===== src/rtl/ptw_pkg.sv =====
package ptw_pkg;

    typedef enum logic [1:0] {
        ST_IDLE = 2'd0,
        ST_RUN  = 2'd1,
        ST_DONE = 2'd2,
        ST_BITE = 2'd3
    } ptw_state_e;

    typedef enum logic [1:0] {
        A_MODE   = 2'd0,
        A_COUNT  = 2'd1,
        A_STATUS = 2'd2
    } ptw_addr_e;

    localparam int unsigned MB_IRQ_EN = 8;
    localparam int unsigned MB_CONT   = 10;
    localparam int unsigned MB_RUN    = 12;
    localparam int unsigned MB_WDT    = 15;
    localparam int unsigned KEY_LSB   = 24;
    localparam logic [7:0]  SERVICE_KEY = 8'hA5;

    typedef struct packed {
        logic wdt;
        logic run;
        logic cont;
        logic irq_en;
    } ptw_mode_t;

endpackage


===== src/rtl/ptw_dcount.sv =====
module ptw_dcount #(
    parameter int unsigned W = 16
) (
    input  logic         clk,
    input  logic         rst_n,
    input  logic         load_i,
    input  logic         run_i,
    input  logic [W-1:0] div_i,
    output logic         tick_o
);
    logic [W-1:0] cnt_q;
    logic [W-1:0] top;

    // a field of 0 wraps to all ones, giving 2**W steps
    assign top    = div_i - W'(1);
    assign tick_o = run_i && (cnt_q == '0);

    always_ff @(posedge clk or negedge rst_n) begin
        if (!rst_n) begin
            cnt_q <= '0;
        end else if (load_i) begin
            cnt_q <= top;
        end else if (run_i) begin
            cnt_q <= (cnt_q == '0) ? top : cnt_q - W'(1);
        end
    end
endmodule


===== src/rtl/ptw_regs.sv =====
module ptw_regs
    import ptw_pkg::*;
#(
    parameter int unsigned PRESC_W = 16,
    parameter int unsigned CNT_W   = 16,
    parameter bit          LOCK    = 1'b0,
    localparam int unsigned REG_W  = PRESC_W + CNT_W,
    localparam int unsigned BE_W   = REG_W / 8
) (
    input  logic               clk,
    input  logic               rst_n,
    input  logic               wr_en,
    input  logic [1:0]         wr_addr,
    input  logic [BE_W-1:0]    wr_be,
    input  logic [REG_W-1:0]   wr_data,
    input  logic               tmr_exp_i,
    output ptw_mode_t          mode_o,
    output logic [PRESC_W-1:0] presc_o,
    output logic [CNT_W-1:0]   cnt_o,
    output logic               reload_o,
    output logic               service_o,
    output logic               flag_o
);
    ptw_mode_t          mode_q, mode_d, cand;
    logic [REG_W-1:0]   word_q, word_d;
    logic               reload_q, service_q, flag_q;
    logic               mode_wr, cnt_wr, stat_wr;
    logic               wdt_act, release_ok;

    assign mode_wr = wr_en && (wr_addr == A_MODE);
    assign cnt_wr  = wr_en && (wr_addr == A_COUNT);
    assign stat_wr = wr_en && (wr_addr == A_STATUS);
    assign wdt_act = mode_q.wdt && mode_q.run;

    assign cand.wdt    = wr_data[MB_WDT];
    assign cand.run    = wr_data[MB_RUN];
    assign cand.cont   = wr_data[MB_CONT];
    assign cand.irq_en = wr_data[MB_IRQ_EN];

    assign release_ok = mode_wr && wr_be[1] && !cand.run && !cand.wdt && !LOCK;

    always_comb begin
        mode_d = mode_q;
        if (mode_wr && wr_be[1]) begin
            mode_d = cand;
            if (wdt_act && !release_ok) begin
                mode_d.run = 1'b1;
                mode_d.wdt = 1'b1;
            end
        end
    end

    always_comb begin
        word_d = word_q;
        for (int i = 0; i < int'(BE_W); i++) begin
            if (cnt_wr && wr_be[i]) begin
                word_d[i*8 +: 8] = wr_data[i*8 +: 8];
            end
        end
    end

    always_ff @(posedge clk or negedge rst_n) begin
        if (!rst_n) begin
            mode_q    <= '0;
            word_q    <= '0;
            reload_q  <= 1'b0;
            service_q <= 1'b0;
            flag_q    <= 1'b0;
        end else begin
            mode_q    <= mode_d;
            word_q    <= word_d;
            reload_q  <= (cnt_wr && (wr_be != '0)) || (mode_d.run && !mode_q.run);
            service_q <= mode_wr && wr_be[BE_W-1] && wdt_act &&
                         (wr_data[KEY_LSB +: 8] == SERVICE_KEY);
            if (tmr_exp_i) begin
                flag_q <= 1'b1;
            end else if (stat_wr && wr_be[0] && wr_data[0]) begin
                flag_q <= 1'b0;
            end
        end
    end

    assign mode_o    = mode_q;
    assign presc_o   = word_q[REG_W-1 -: PRESC_W];
    assign cnt_o     = word_q[CNT_W-1:0];
    assign reload_o  = reload_q;
    assign service_o = service_q;
    assign flag_o    = flag_q;


    lock_hold_chk: assert property (@(posedge clk) disable iff (!rst_n)
        (wdt_act && !release_ok) |=> (mode_q.run && mode_q.wdt));


    flag_set_chk: assert property (@(posedge clk) disable iff (!rst_n)
        tmr_exp_i |=> flag_q);
endmodule


===== src/rtl/ptw_seq.sv =====
module ptw_seq
    import ptw_pkg::*;
(
    input  logic      clk,
    input  logic      rst_n,
    input  ptw_mode_t mode_i,
    input  logic      reload_i,
    input  logic      service_i,
    input  logic      expire_i,
    output logic      load_o,
    output logic      run_o,
    output logic      tmr_exp_o,
    output logic      irq_o,
    output logic      rstreq_o,
    output logic      busy_o
);
    ptw_state_e state_q, state_d;
    logic       irq_q, rstreq_q;
    logic       wdt_exp;

    assign load_o    = (state_q != ST_BITE) && mode_i.run &&
                       (reload_i || (service_i && state_q == ST_RUN));
    assign run_o     = (state_q == ST_RUN) && mode_i.run && !load_o;
    assign tmr_exp_o = expire_i && !mode_i.wdt;
    assign wdt_exp   = expire_i && mode_i.wdt;
    assign busy_o    = (state_q == ST_RUN);

    always_comb begin
        state_d = state_q;
        unique case (state_q)
            ST_IDLE: if (mode_i.run && reload_i) state_d = ST_RUN;
            ST_RUN: begin
                if (!mode_i.run)                state_d = ST_IDLE;
                else if (reload_i || service_i) state_d = ST_RUN;
                else if (expire_i) begin
                    if (mode_i.wdt)       state_d = ST_BITE;
                    else if (mode_i.cont) state_d = ST_RUN;
                    else                  state_d = ST_DONE;
                end
            end
            ST_DONE: begin
                if (!mode_i.run)   state_d = ST_IDLE;
                else if (reload_i) state_d = ST_RUN;
            end
            ST_BITE: state_d = ST_BITE;
            default: state_d = ST_IDLE;
        endcase
    end

    always_ff @(posedge clk or negedge rst_n) begin
        if (!rst_n) state_q <= ST_IDLE;
        else        state_q <= state_d;
    end

    always_ff @(posedge clk or negedge rst_n) begin
        if (!rst_n) begin
            irq_q    <= 1'b0;
            rstreq_q <= 1'b0;
        end else begin
            irq_q    <= tmr_exp_o && mode_i.irq_en;
            rstreq_q <= rstreq_q || wdt_exp;
        end
    end

    assign irq_o    = irq_q;
    assign rstreq_o = rstreq_q;


    bite_sticky_chk: assert property (@(posedge clk) disable iff (!rst_n)
        rstreq_q |=> rstreq_q);


    wdt_no_irq_chk: assert property (@(posedge clk) disable iff (!rst_n)
        mode_i.wdt |=> !irq_q);


    stop_chk: assert property (@(posedge clk) disable iff (!rst_n)
        !mode_i.run |=> !busy_o);


    irq_en_chk: assert property (@(posedge clk) disable iff (!rst_n)
        irq_q |-> $past(mode_i.irq_en));
endmodule


===== src/rtl/ptw_timer.sv =====
module ptw_timer
    import ptw_pkg::*;
#(
    parameter int unsigned PRESC_W = 16,
    parameter int unsigned CNT_W   = 16,
    parameter bit          LOCK    = 1'b0,
    localparam int unsigned REG_W  = PRESC_W + CNT_W,
    localparam int unsigned BE_W   = REG_W / 8
) (
    input  logic             clk,
    input  logic             rst_n,
    input  logic             wr_en,
    input  logic [1:0]       wr_addr,
    input  logic [BE_W-1:0]  wr_be,
    input  logic [REG_W-1:0] wr_data,
    output logic             irq_o,
    output logic             expired_o,
    output logic             reset_req_o,
    output logic             busy_o
);
    ptw_mode_t          mode;
    logic [PRESC_W-1:0] presc;
    logic [CNT_W-1:0]   cnt;
    logic reload, service, load, run, presc_tick, expire, tmr_exp;

    ptw_regs #(.PRESC_W(PRESC_W), .CNT_W(CNT_W), .LOCK(LOCK)) u_regs (
        .clk, .rst_n, .wr_en, .wr_addr, .wr_be, .wr_data,
        .tmr_exp_i(tmr_exp), .mode_o(mode), .presc_o(presc), .cnt_o(cnt),
        .reload_o(reload), .service_o(service), .flag_o(expired_o)
    );

    ptw_dcount #(.W(PRESC_W)) u_presc (
        .clk, .rst_n, .load_i(load), .run_i(run), .div_i(presc), .tick_o(presc_tick)
    );

    ptw_dcount #(.W(CNT_W)) u_count (
        .clk, .rst_n, .load_i(load), .run_i(presc_tick), .div_i(cnt), .tick_o(expire)
    );

    ptw_seq u_seq (
        .clk, .rst_n, .mode_i(mode), .reload_i(reload), .service_i(service),
        .expire_i(expire), .load_o(load), .run_o(run), .tmr_exp_o(tmr_exp),
        .irq_o, .rstreq_o(reset_req_o), .busy_o
    );


    irq_flag_chk: assert property (@(posedge clk) disable iff (!rst_n)
        irq_o |-> expired_o);
endmodule


===== config.mk =====
export PLATFORM = sky130hd
export DESIGN_NAME = ptw_timer
export DESIGN_NICKNAME = d
export VERILOG_FILES = /design/src/rtl/ptw_pkg.sv /design/src/rtl/ptw_dcount.sv /design/src/rtl/ptw_regs.sv /design/src/rtl/ptw_seq.sv /design/src/rtl/ptw_timer.sv
export SDC_FILE = /design/constraint.sdc
export NUM_CORES = 1
export LEC_CHECK = 0
export BUFFER_PORTS_ARGS = -buffer_cell sky130_fd_sc_hd__buf_2
export CAP_MARGIN = 20
export CORE_UTILIZATION = 59
export CTS_CLUSTER_DIAMETER = 150
export CTS_CLUSTER_SIZE = 28
export DETAILED_ROUTE_END_ITERATION = 12
export PLACE_DENSITY_LB_ADDON = 0.25
export SLEW_MARGIN = 20
export SYNTH_ARGS = -nofsm -noshare
export SYNTH_HDL_FRONTEND = slang
export SYNTH_SLANG_ARGS = --single-unit

===== constraint.sdc =====
create_clock -name clk -period 3.4 [get_ports clk]
set_input_delay 0.17 -clock clk [delete_from_list [all_inputs] [get_ports clk]]
set_output_delay 0.17 -clock clk [all_outputs]
set_load 0.02 [all_outputs]

==> impl_metrics.csv, run 1 <==
group,metric,value,unit
floorplan,io_pins,45,
floorplan,rows,31,
cts,clk_latency,0.35,ns
finish,nets,537,
synthesis,synthArstFlopShare,100,%
synthesis,syn_area,4380,sq um
worst_setup_path,max_stage_delay,0.65,ns
cts,htree_levels,3,
worst_setup_path,slowest_stage,"or4b_2",
sta,rsz0062_at_grt,"no",
worst_setup_path,crit_family,"simple AND/OR/NAND/NOR gates",
sta,hold_viol,32,
power_and_ir_drop,p_per_area,686,nW/um^2
cts,cts_made_buffers,9,
routing,drt-initial-drc-count,293,
routing,drt_wl_total,10300,um
worst_setup_path,r2r_slack,0.51,ns
finish,drive_gt1_share,24.6,%
finish,final_util,68.2,%
global_routing,grt_max_degree,76,
sta,tightest_slew,0.977,ns
routing,drc_errors,0,
job,maxCapViolations,0,
floorplan,die_area,7760,sq um
worst_setup_path,worstSetupEndpointType,"flop",
sta,tns,0,ns
worst_setup_path,arrival,3.13,ns
finish,ff_latch_area,1880,sq um
sta,slew_violations,0,
global_routing,overflow,0,
synthesis,yosysWarningCount,0,
sta,min_period_over_period,85.1,%
sta,finalCriticalPeriod,2.89,ns
sta,timing.fmax,0.346,GHz
floorplan,die_y,88.1,um
routing,first_pass_iters,5,
routing,antenna_left,0,
worst_setup_path,critPathBufInv,1,
routing,post_drt_via_cell_ratio,6.23,
worst_setup_path,critical_path.max_fanout,23,
synthesis,synth_edf_count,0,
worst_setup_path,path_class,"reg -> reg",
sta,fin_worst_skew,0.0107,ns
placed_design,globalplace.congestion,0.863,
synthesis,synthFlopType,"dfrtp_1",
global_routing,grt_pass1_vias,3499,
power_and_ir_drop,p_leak,2.08,nW
outcome,failed_checks,"hold timing",
global_routing,antenna_found_initial,0,
finish,area_growth,12.5,%
cts,cts_setup_buffers,0,
synthesis,synth_fp_nets,492,
placed_design,place_hpwl,7180,um
cts,cts_tree,"yes",
synthesis,ys_seq_area_share,42.9,%
sta,slew-limit-headroom,34.9,%
worst_setup_path,crit_chain,"inv_1 -> ha_1 -> or4b_2 -> or4_4 -> o21ai_4 -> nand2_1 -> o221a_2",
finish,multiInputGateArea,2350,sq um
routing,vias,3699,
finish,n_antenna_cell,0,
outcome,outcome,"finished, violations left",
synthesis,synth_cell_types,63,
routing,wl_per_cell,17.3,um
cts,clk_path_buf_depth,2,
synthesis,syn_area_per_cell,9.83,sq um
power_and_ir_drop,vdd_drop_max,0.000350,V
worst_setup_path,cp_data_required_time,3.63,ns
floorplan,die_w,88.1,um
worst_setup_path,startpoint_type,"flop",
synthesis,ys_seq_elements,75,
placed_design,io_buffers,44,
finish,fillCellCount,546,
worst_hold_path,hold_path.class,"in -> async",
cts,cts_num_sinks,75,
floorplan,coreArea,7210,sq um
sta,hold_ws,-0.0591,ns
cts,postCtsHoldBufs,0,
cts,cts-root-buf,"clkbuf_8",
global_routing,track_usage,28.4,%
floorplan,start_util,60.6,%
sta,setup_violations,0,
global_routing,grt_pass1_wl,17000,um
cts,cts_resized,0,
synthesis,syn_inst,445,
cts,clk_transition_reported_paths,0.09,ns
## cell type report
cell class,count,area share [%]
clock buffer,9,2.52
clock inverter,7,2.06
inverter,19,1.45
multi-input combinational,334,47.8
sequential,75,38.1
tap,99,2.52
timing repair buffer,51,5.59
## through the flow
stage / instances / hold slack [ns] / cell area [sq um] / setup WS, ns / power, mW
after detailed placement: 578 / 0.387 / 4690 / 0.516 / 2.58
after floorplan: 445 / -0.126 / 4380 / 0.911 / 2.25
after global routing: 594 / 0.0455 / 4920 / 0.345 / 3.58
after CTS: 594 / 0.00534 / 4920 / 0.515 / 3.36
after global placement: 578 / 0.377 / 4690 / 0.627 / 2.52
final: 594 / -0.0591 / 4920 / 0.506 / 3.38
## cell usage in the layout, fill, tap and decap left out, types with 14 or more instances in the layout
master and n:
xnor2_1 17, nand2_1 31, nand3_1 14, mux2_2 35, inv_1 19, nor2_1 31, o21ai_0 28, dfrtp_1 75
buf_2 43, nor3_1 19
## synthesized netlist by cell type, types with 3 or more instances
cell | number | share of area [%]
mux2i_1 | 9 | 2.1
nand4_1 | 3 | 0.43
xor2_1 | 8 | 1.6
o221ai_1 | 3 | 0.60
inv_1 | 19 | 1.6
a211oi_1 | 7 | 1.2
or2_2 | 5 | 0.71
xnor2_1 | 17 | 3.4
and3_1 | 3 | 0.43
nor4_1 | 12 | 1.7
a22oi_1 | 4 | 0.69
or3b_2 | 3 | 0.60
nor3_1 | 19 | 2.2
nand3_1 | 14 | 1.6
or3_1 | 7 | 1.0
nor2_1 | 31 | 2.7
o21ai_0 | 28 | 3.2
a21oi_1 | 14 | 1.6
nand4b_1 | 4 | 0.80
mux2_2 | 35 | 9.0
o211ai_1 | 6 | 1.0
clkbuf_1 | 11 | 0.94
dfrtp_1 | 75 | 43
ha_1 | 6 | 1.7
nand2_1 | 31 | 2.7
or4_1 | 10 | 1.7
a2bb2oi_1 | 5 | 1.0
buf_2 | 4 | 0.46
## cells by family after synthesis
kind of cell    after synthesis  share of synthesized area [%]
compound gates              101                           16.0
xor+xnor                     25                           5.00
fa+ha+maj                     6                           1.72
buf+inv                      36                           3.46
flops                        75                           42.9
mux                          44                           11.1
simple gates                158                           19.8
## power by group
part	total [mW]	switching, mW	internal [mW]
combinational	1.13	0.627	0.504
sequential	1.47	0.312	1.15
clock	0.780	0.362	0.418
total	3.38	1.30	2.08
## worst register-to-register path, stage by stage, from the launching register on
cell and delay (ns):
dfrtp_1 0.42, inv_1 0.12, ha_1 0.15, or4b_2 0.65, or4_4 0.49, o21ai_4 0.50, nand2_1 0.13, o221a_2 0.31
## registers in the layout, summed over array words and instances, names as in the netlist
signal and count:
u_regs.word_q 32, u_count.cnt_q 16, u_presc.cnt_q 16, u_regs.mode_o 4
u_seq.state_q 2, u_regs.flag_o 1, u_regs.reload_o 1, u_regs.service_o 1
u_seq.irq_o 1, u_seq.rstreq_o 1
## final timing paths
| path | to | cells past startpoint | start |
|---|---|---|---|
| worst max-delay path | u_count.cnt_q[15] | 7 | u_presc.cnt_q[0] |
| worst min-delay path | u_count.cnt_q[7] | 1 | rst_n |
| worst max register to register | u_count.cnt_q[15] | 7 | u_presc.cnt_q[0] |
| worst min register to register | u_seq.rstreq_o | 1 | u_seq.rstreq_o |
| max in group asynchronous | u_presc.cnt_q[2] | 1 | rst_n |
| min in group clk | u_regs.word_q[7] | 2 | wr_data[7] |
## routing by layer
layer  vias up  global-route usage [%]  routed length [um]
li1       1745                       -                   -
met1      1824                    42.3                4940
met4         0                    8.65                 104
met3        12                    3.77                 454
met5         -                       0                   0
met2       118                    43.5                4790
Note: power is estimated with default switching activity, not from simulation.
==> run 2: changes to the inputs <==
--- a/config.mk
+++ b/config.mk
@@ -7,7 +7,8 @@
 export LEC_CHECK = 0
 export BUFFER_PORTS_ARGS = -buffer_cell sky130_fd_sc_hd__buf_2
 export CAP_MARGIN = 20
-export CORE_UTILIZATION = 59
+export CORE_UTILIZATION = 61
+export CTS_BUF_LIST = sky130_fd_sc_hd__clkbuf_4
 export CTS_CLUSTER_DIAMETER = 150
 export CTS_CLUSTER_SIZE = 28
 export DETAILED_ROUTE_END_ITERATION = 12
==> run 2 against run 1 <==
  * The flow now finishes without violations
  * Utilization rose by 7.3 points
  * Flip-flop and latch count did not move
  * Clock power fell by 0.8%
  * Design area rose by 5.5%
==> impl_metrics.csv, run 2 (synthesis gave the netlist of run 1 again) <==
group,metric,value,unit
sta,layout_setup_ws,0.718,ns
worst_setup_path,crit_chain,"inv_1 -> ha_1 -> or4b_2 -> or4_4 -> o21ai_4 -> buf_4 -> nand2_1 -> o221a_2",
finish,reg_top3,"u_regs.word_q: 32 flops, u_count.cnt_q: 16 flops, u_presc.cnt_q: 16 flops",
floorplan,io_pins,45,
floorplan,start_util,63.7,%
routing,drc_errors,0,
worst_setup_path,cp_data_required_time,3.73,ns
finish,layout_commonest_cell,"dfrtp_1",
cts,cts_setup_buffers,0,
global_routing,grt_pass1_vias,3837,
cts,cts-root-buf,"clkbuf_4",
sta,fin_worst_skew,0.0195,ns
floorplan,die_w,86.7,um
worst_setup_path,r2r-start,"u_presc.cnt_q[0]",
routing,antenna_left,0,
routing,drt-initial-drc-count,372,
cts,clk_latency,0.44,ns
sta,slew_violations,0,
placed_design,pre_cts_ws,0.745,ns
floorplan,die_area,7520,sq um
sta,timing.fmax,0.373,GHz
floorplan,die_y,86.7,um
worst_setup_path,crit_start,"u_presc.cnt_q[0]",
sta,setup_violations,0,
worst_setup_path,path_class,"reg -> reg",
finish,area_growth,18.7,%
cts,cts_num_sinks,75,
worst_setup_path,worstSetupEndpointType,"flop",
cts,clk_transition_reported_paths,0.12,ns
placed_design,globalplace.congestion,0.877,
routing,vias,3933,
worst_setup_path,arrival,3.01,ns
worst_setup_path,crit_family,"simple AND/OR/NAND/NOR gates",
routing,first_pass_iters,5,
worst_setup_path,max_stage_delay,0.65,ns
global_routing,overflow,0,
finish,n_antenna_cell,0,
routing,wl_per_cell,18.1,um
sta,rsz0062_at_grt,"no",
job,maxCapViolations,0,
finish,largest_register_ffs,32,
finish,drive_gt1_share,23.1,%
sta,slew-limit-headroom,36.4,%
finish,final_cell_mix,"75 x dfrtp_1, 43 x buf_2, 35 x mux2_2",
global_routing,grt_max_degree,76,
power_and_ir_drop,p_per_area,658,nW/um^2
sta,tightest_slew,0.954,ns
global_routing,antenna_found_initial,0,
routing,post_drt_via_cell_ratio,6.34,
worst_setup_path,critPathBufInv,2,
sta,hold_viol,0,
power_and_ir_drop,vdd_drop_max,0.000337,V
finish,top_register,"u_regs.word_q",
placed_design,place_hpwl,7240,um
finish,nets,566,
global_routing,grt_pass1_wl,18700,um
worst_hold_path,min_from,"wr_data[15]",
outcome,outcome,"finished, final reports clean",
power_and_ir_drop,p_leak,2.20,nW
worst_setup_path,critical_path.max_fanout,12,
worst_setup_path,slowest_stage,"or4b_2",
sta,tns,0,ns
floorplan,coreArea,6870,sq um
placed_design,io_buffers,44,
sta,finalCriticalPeriod,2.68,ns
global_routing,track_usage,32.4,%
cts,clk_path_buf_depth,2,
routing,drt_wl_total,11200,um
cts,cts_tree,"yes",
worst_setup_path,startpoint_type,"flop",
cts,htree_levels,3,
cts,cts_made_buffers,9,
sta,min_period_over_period,78.9,%
worst_hold_path,hold_path.class,"in -> reg",
floorplan,rows,30,
cts,cts_resized,0,
-- run 2: cell types whose count changed in the layout (fill, tap and decap cells not counted) --
cell / previous run / this run
bufinv_16: 2 / 4
clkbuf_4: 0 / 9
clkbuf_8: 9 / 0
clkinv_1: 0 / 1
clkinv_4: 2 / 1
clkinvlp_4: 2 / 1
dlygate4sd3_1: 0 / 29
inv_6: 1 / 0
o21ai_0: 28 / 27
o21ai_1: 2 / 3
-- run 2: worst reg2reg max path, stage by stage (launching register included) --
cell	delay [ns]
dfrtp_1	0.43
inv_1	0.12
ha_1	0.15
or4b_2	0.65
or4_4	0.50
o21ai_4	0.15
buf_4	0.22
nand2_1	0.08
o221a_2	0.30
-- run 2: cell type report --
class	instances	area (sq um)
Clock buffer	9	67.6
Clock inverter	7	140
Fill cell	467	1680
Inverter	19	71.3
Multi-Input combinational cell	334	2350
Sequential cell	75	1880
Tap cell	96	120
Timing Repair Buffer	80	566
-- run 2: final timing paths --
kind / cells past startpoint / slack, ns / to
worst max-delay path: 8 / 0.72 / u_count.cnt_q[15]
worst min-delay path: 3 / 0.007 / u_regs.mode_o[3]
worst max register to register: 8 / 0.72 / u_count.cnt_q[15]
worst min register to register: 1 / 0.50 / u_seq.rstreq_o
max in group asynchronous: 2 / 2.37 / u_regs.service_o
min in group asynchronous: 2 / 0.41 / u_count.cnt_q[7]
-- run 2: repair_timing --
| action | 4_1_cts | 5_1_grt |
|---|---|---|
| hold endpoints to repair | 105 | 0 |
| endpoints found under the setup margin | 0 | 0 |
| hold buffers | 29 | 0 |
-- run 2: per-layer routing --
metal	global-route usage [%]	vias up	share of wire, %
li1	-	1813	-
met1	44.5	1908	45
met2	51.9	182	47
met3	5.14	30	6.2
met4	12.6	0	2.0
met5	0	-	0
-- run 2: power by group --
part           internal [mW]  switching (mW)  total [mW]
Combinational          0.525           0.644        1.17
Clock                  0.445           0.330       0.774
Sequential              1.15           0.322        1.47
Total                   2.12            1.30        3.42
-- run 2: per-stage QoR --
step / power, mW / instances / instance area [sq um] / hold slack [ns] / util, %
final: 3.42 / 620 / 5190 / 0.00735 / 75.6
after global routing: 3.61 / 620 / 5190 / 0.0138 / 75.6
after CTS: 3.37 / 620 / 5190 / 0.000576 / 75.5
after detailed placement: 2.57 / 575 / 4690 / 0.377 / 68.3
after global placement: 2.51 / 575 / 4690 / 0.374 / 68.3
after floorplan: 2.25 / 445 / 4380 / -0.126 / -
==> run 3: changes to the inputs <==
==> constraint.sdc (replaced) <==
create_clock -name clk -period 2.7 [get_ports clk]
set_input_delay 0.135 -clock clk [delete_from_list [all_inputs] [get_ports clk]]
set_output_delay 0.135 -clock clk [all_outputs]
set_load 0.02 [all_outputs]
==> run 3 against run 2 <==
  * Cell count rose by 3.2%
  * Combinational power rose by 35%
  * Register-to-register slack got worse by 0.57 ns
  * Sequential share of layout area fell by 1.2 points
  * Design area rose by 3.5%
  * Total power rose by 27%
  * Flip-flop and latch count did not move
  * Hold slack improved by 0.11 ns
  * Worst setup slack got worse by 0.57 ns
  * Fmax rose by 5.1%
  * Wire length rose by 7.5%
  * Clock skew fell by 0.0076 ns
  * Critical endpoint is now u_presc.cnt_q[15]
  * Highest routed layer unchanged
==> impl_metrics.csv, run 3 (synthesis gave the netlist of run 1 again) <==
group,metric,value,unit
sta,tightest_slew,0.960,ns
worst_setup_path,ff2ff_path_depth,5,
placed_design,globalplace.congestion,0.866,
global_routing,grt_max_degree,76,
cts,cts_num_sinks,75,
placed_design,place_hpwl,7400,um
cts,cts_tree,"yes",
finish,top_register,"u_regs.word_q",
power_and_ir_drop,clkPwrFrac,20.9,%
power_and_ir_drop,power.switching,1.67,mW
finish,largest_register_ffs,32,
worst_setup_path,arrival,2.84,ns
global_routing,track_usage,34.5,%
finish,design_area,5380,sq um
sta,min_period_over_period,94.5,%
worst_setup_path,crit_family,"simple AND/OR/NAND/NOR gates",
finish,layout_commonest_cell,"dfrtp_1",
sta,slew-limit-headroom,36.0,%
power_and_ir_drop,p_per_area,806,nW/um^2
finish,fillCellCount,425,
job,maxCapViolations,0,
finish,reg_top3,"u_regs.word_q: 32 flops, u_count.cnt_q: 16 flops, u_presc.cnt_q: 16 flops",
outcome,outcome,"finished, final reports clean",
finish,final_cell_mix,"75 x dfrtp_1, 43 x buf_2, 40 x dlygate4sd3_1",
floorplan,coreArea,6870,sq um
power_and_ir_drop,total_power,4.33,mW
routing,vias,4020,
power_and_ir_drop,pwr-share-seq,42.6,%
sta,fin_worst_skew,0.0119,ns
sta,finalCriticalPeriod,2.55,ns
worst_setup_path,r2r-start,"u_regs.word_q[24]",
floorplan,rows,30,
placed_design,io_buffers,44,
sta,setup_violations,0,
power_and_ir_drop,combPwrFrac,36.5,%
worst_setup_path,slowest_stage,"or4_1",
finish,n_antenna_cell,0,
global_routing,grt_pass1_wl,19700,um
sta,slew_violations,0,
finish,final-instance-count-excl-fill,640,
worst_setup_path,crit_chain,"or4_1 -> or4_1 -> nor4_1 -> xnor2_1 -> o221ai_1",
worst_setup_path,cp_common_cell,"or4_1",
global_routing,grt_pass1_vias,4041,
finish,drive_gt1_share,23.9,%
sta,timing.fmax,0.392,GHz
worst_setup_path,startpoint_type,"flop",
floorplan,die_area,7520,sq um
sta,rsz0062_at_grt,"no",
floorplan,die_w,86.7,um
routing,drt-initial-drc-count,423,
worst_setup_path,path_class,"reg -> reg",
floorplan,io_pins,45,
worst_setup_path,cp_data_required_time,2.99,ns
worst_setup_path,max_stage_delay,0.62,ns
power_and_ir_drop,switching_share,38.6,%
sta,tns,0,ns
sta,hold_viol,0,
placed_design,dp_cells,584,
power_and_ir_drop,p_leak,2.28,nW
cts,cts_made_buffers,9,
placed_design,dpl_cell_area,4780,sq um
floorplan,die_y,86.7,um
routing,first_pass_iters,5,
floorplan,start_util,63.7,%
worst_setup_path,critPathBufInv,0,
routing,drt_wl_total,12100,um
finish,final_util,78.3,%
routing,wl_per_cell,18.9,um
routing,post_drt_via_cell_ratio,6.28,
routing,antenna_left,0,
cts,clk_transition_reported_paths,0.13,ns
worst_setup_path,r2r_slack,0.15,ns
worst_setup_path,r2r-end,"u_presc.cnt_q[15]",
power_and_ir_drop,vdd_drop_max,0.000466,V
finish,nets,586,
worst_hold_path,min_from,"wr_addr[1]",
worst_hold_path,min_to,"u_regs.service_o",
power_and_ir_drop,internal_power,2.66,mW
worst_hold_path,hold_path.class,"in -> reg",
worst_setup_path,worstSetupEndpointType,"flop",
cts,clk_latency,0.43,ns
cts,htree_levels,3,
global_routing,overflow,0,
routing,drc_errors,0,
global_routing,antenna_found_initial,0,
cts,clk_path_buf_depth,2,
finish,area_growth,22.8,%
worst_hold_path,holdPathStages,4,
worst_setup_path,critical_path.max_fanout,4,
cts,cts_setup_buffers,0,
cts,cts-root-buf,"clkbuf_4",
## run 3: changes by cell type in the layout (fill, tap and decap cells not counted), sizes merged
cell,delta
buf,+9
clkinv,-1
clkinvlp,+1
dlygate4sd3,+11
clkbuf,+1
bufinv,-1
## run 3: repair_timing
action | CTS | global route
endpoints found under the hold margin | 114 | 0
setup endpoints to repair | 0 | 1
gates resized for setup | 0 | 1
hold buffers | 40 | 0
## run 3: worst max-delay path by stage
| stage | start | endpoint | slack, ns | cells past startpoint |
|---|---|---|---|---|
| floorplan | u_count.cnt_q[0] | u_count.cnt_q[12] | 0.21 | 7 |
| global placement | u_count.cnt_q[0] | u_count.cnt_q[12] | 0.16 | 7 |
| detailed placement | u_count.cnt_q[0] | u_count.cnt_q[12] | 0.08 | 7 |
| CTS | u_count.cnt_q[0] | u_count.cnt_q[12] | 0.06 | 7 |
| global route | u_presc.cnt_q[0] | u_count.cnt_q[3] | 0.05 | 8 |
| finish | u_regs.word_q[24] | u_presc.cnt_q[15] | 0.15 | 5 |
## run 3: final cells by class
cell class	instances	area, sq um	area share, %
multi-input cells	334	2350	43.7
flip-flops and latches	75	1880	34.9
repair buffers	100	768	14.3
well taps	96	120	2.23
clock inverters	6	114	2.12
clock buffers	10	75.1	1.40
inverters	19	71.3	1.33
## run 3: power groups by stage
stage          registers (mW)  logic [mW]  clock network, mW
3_5_place_dp             1.84        1.47                  0
6_report                 1.85        1.58              0.904
3_3_place_gp             1.81        1.42                  0
2_1_floorplan            1.72        1.11                  0
5_1_grt                  1.89        1.74              0.953
4_1_cts                  1.81        1.54              0.910
## run 3: metrics by stage
| stage | setup slack [ns] | hold slack, ns |
|---|---|---|
| after floorplan | 0.211 | -0.161 |
| after global placement | 0.156 | 0.338 |
| after detailed placement | 0.0842 | 0.338 |
| after CTS | 0.0558 | 0.0319 |
| after global routing | 0.0488 | 0.110 |
| final | 0.148 | 0.116 |
## run 3: worst register-to-register path, delay by kind of cell (launching register included)
kind / cells / cell delay, ns
AOI/OAI and AO/OA: 1 / 0.16
xor gates and xnor gates: 1 / 0.19
DFF: 1 / 0.47
and+or+nand+nor: 3 / 1.59
## run 3: per-layer routing
metal | global-route usage, % | part of all wire (%) | up-vias
met1 | 46.8 | 44 | 1986
met2 | 55.6 | 48 | 165
met3 | 7.05 | 6.0 | 28
met4 | 11.2 | 2.1 | 0
met5 | 0 | 0 | -
li1 | - | - | 1841
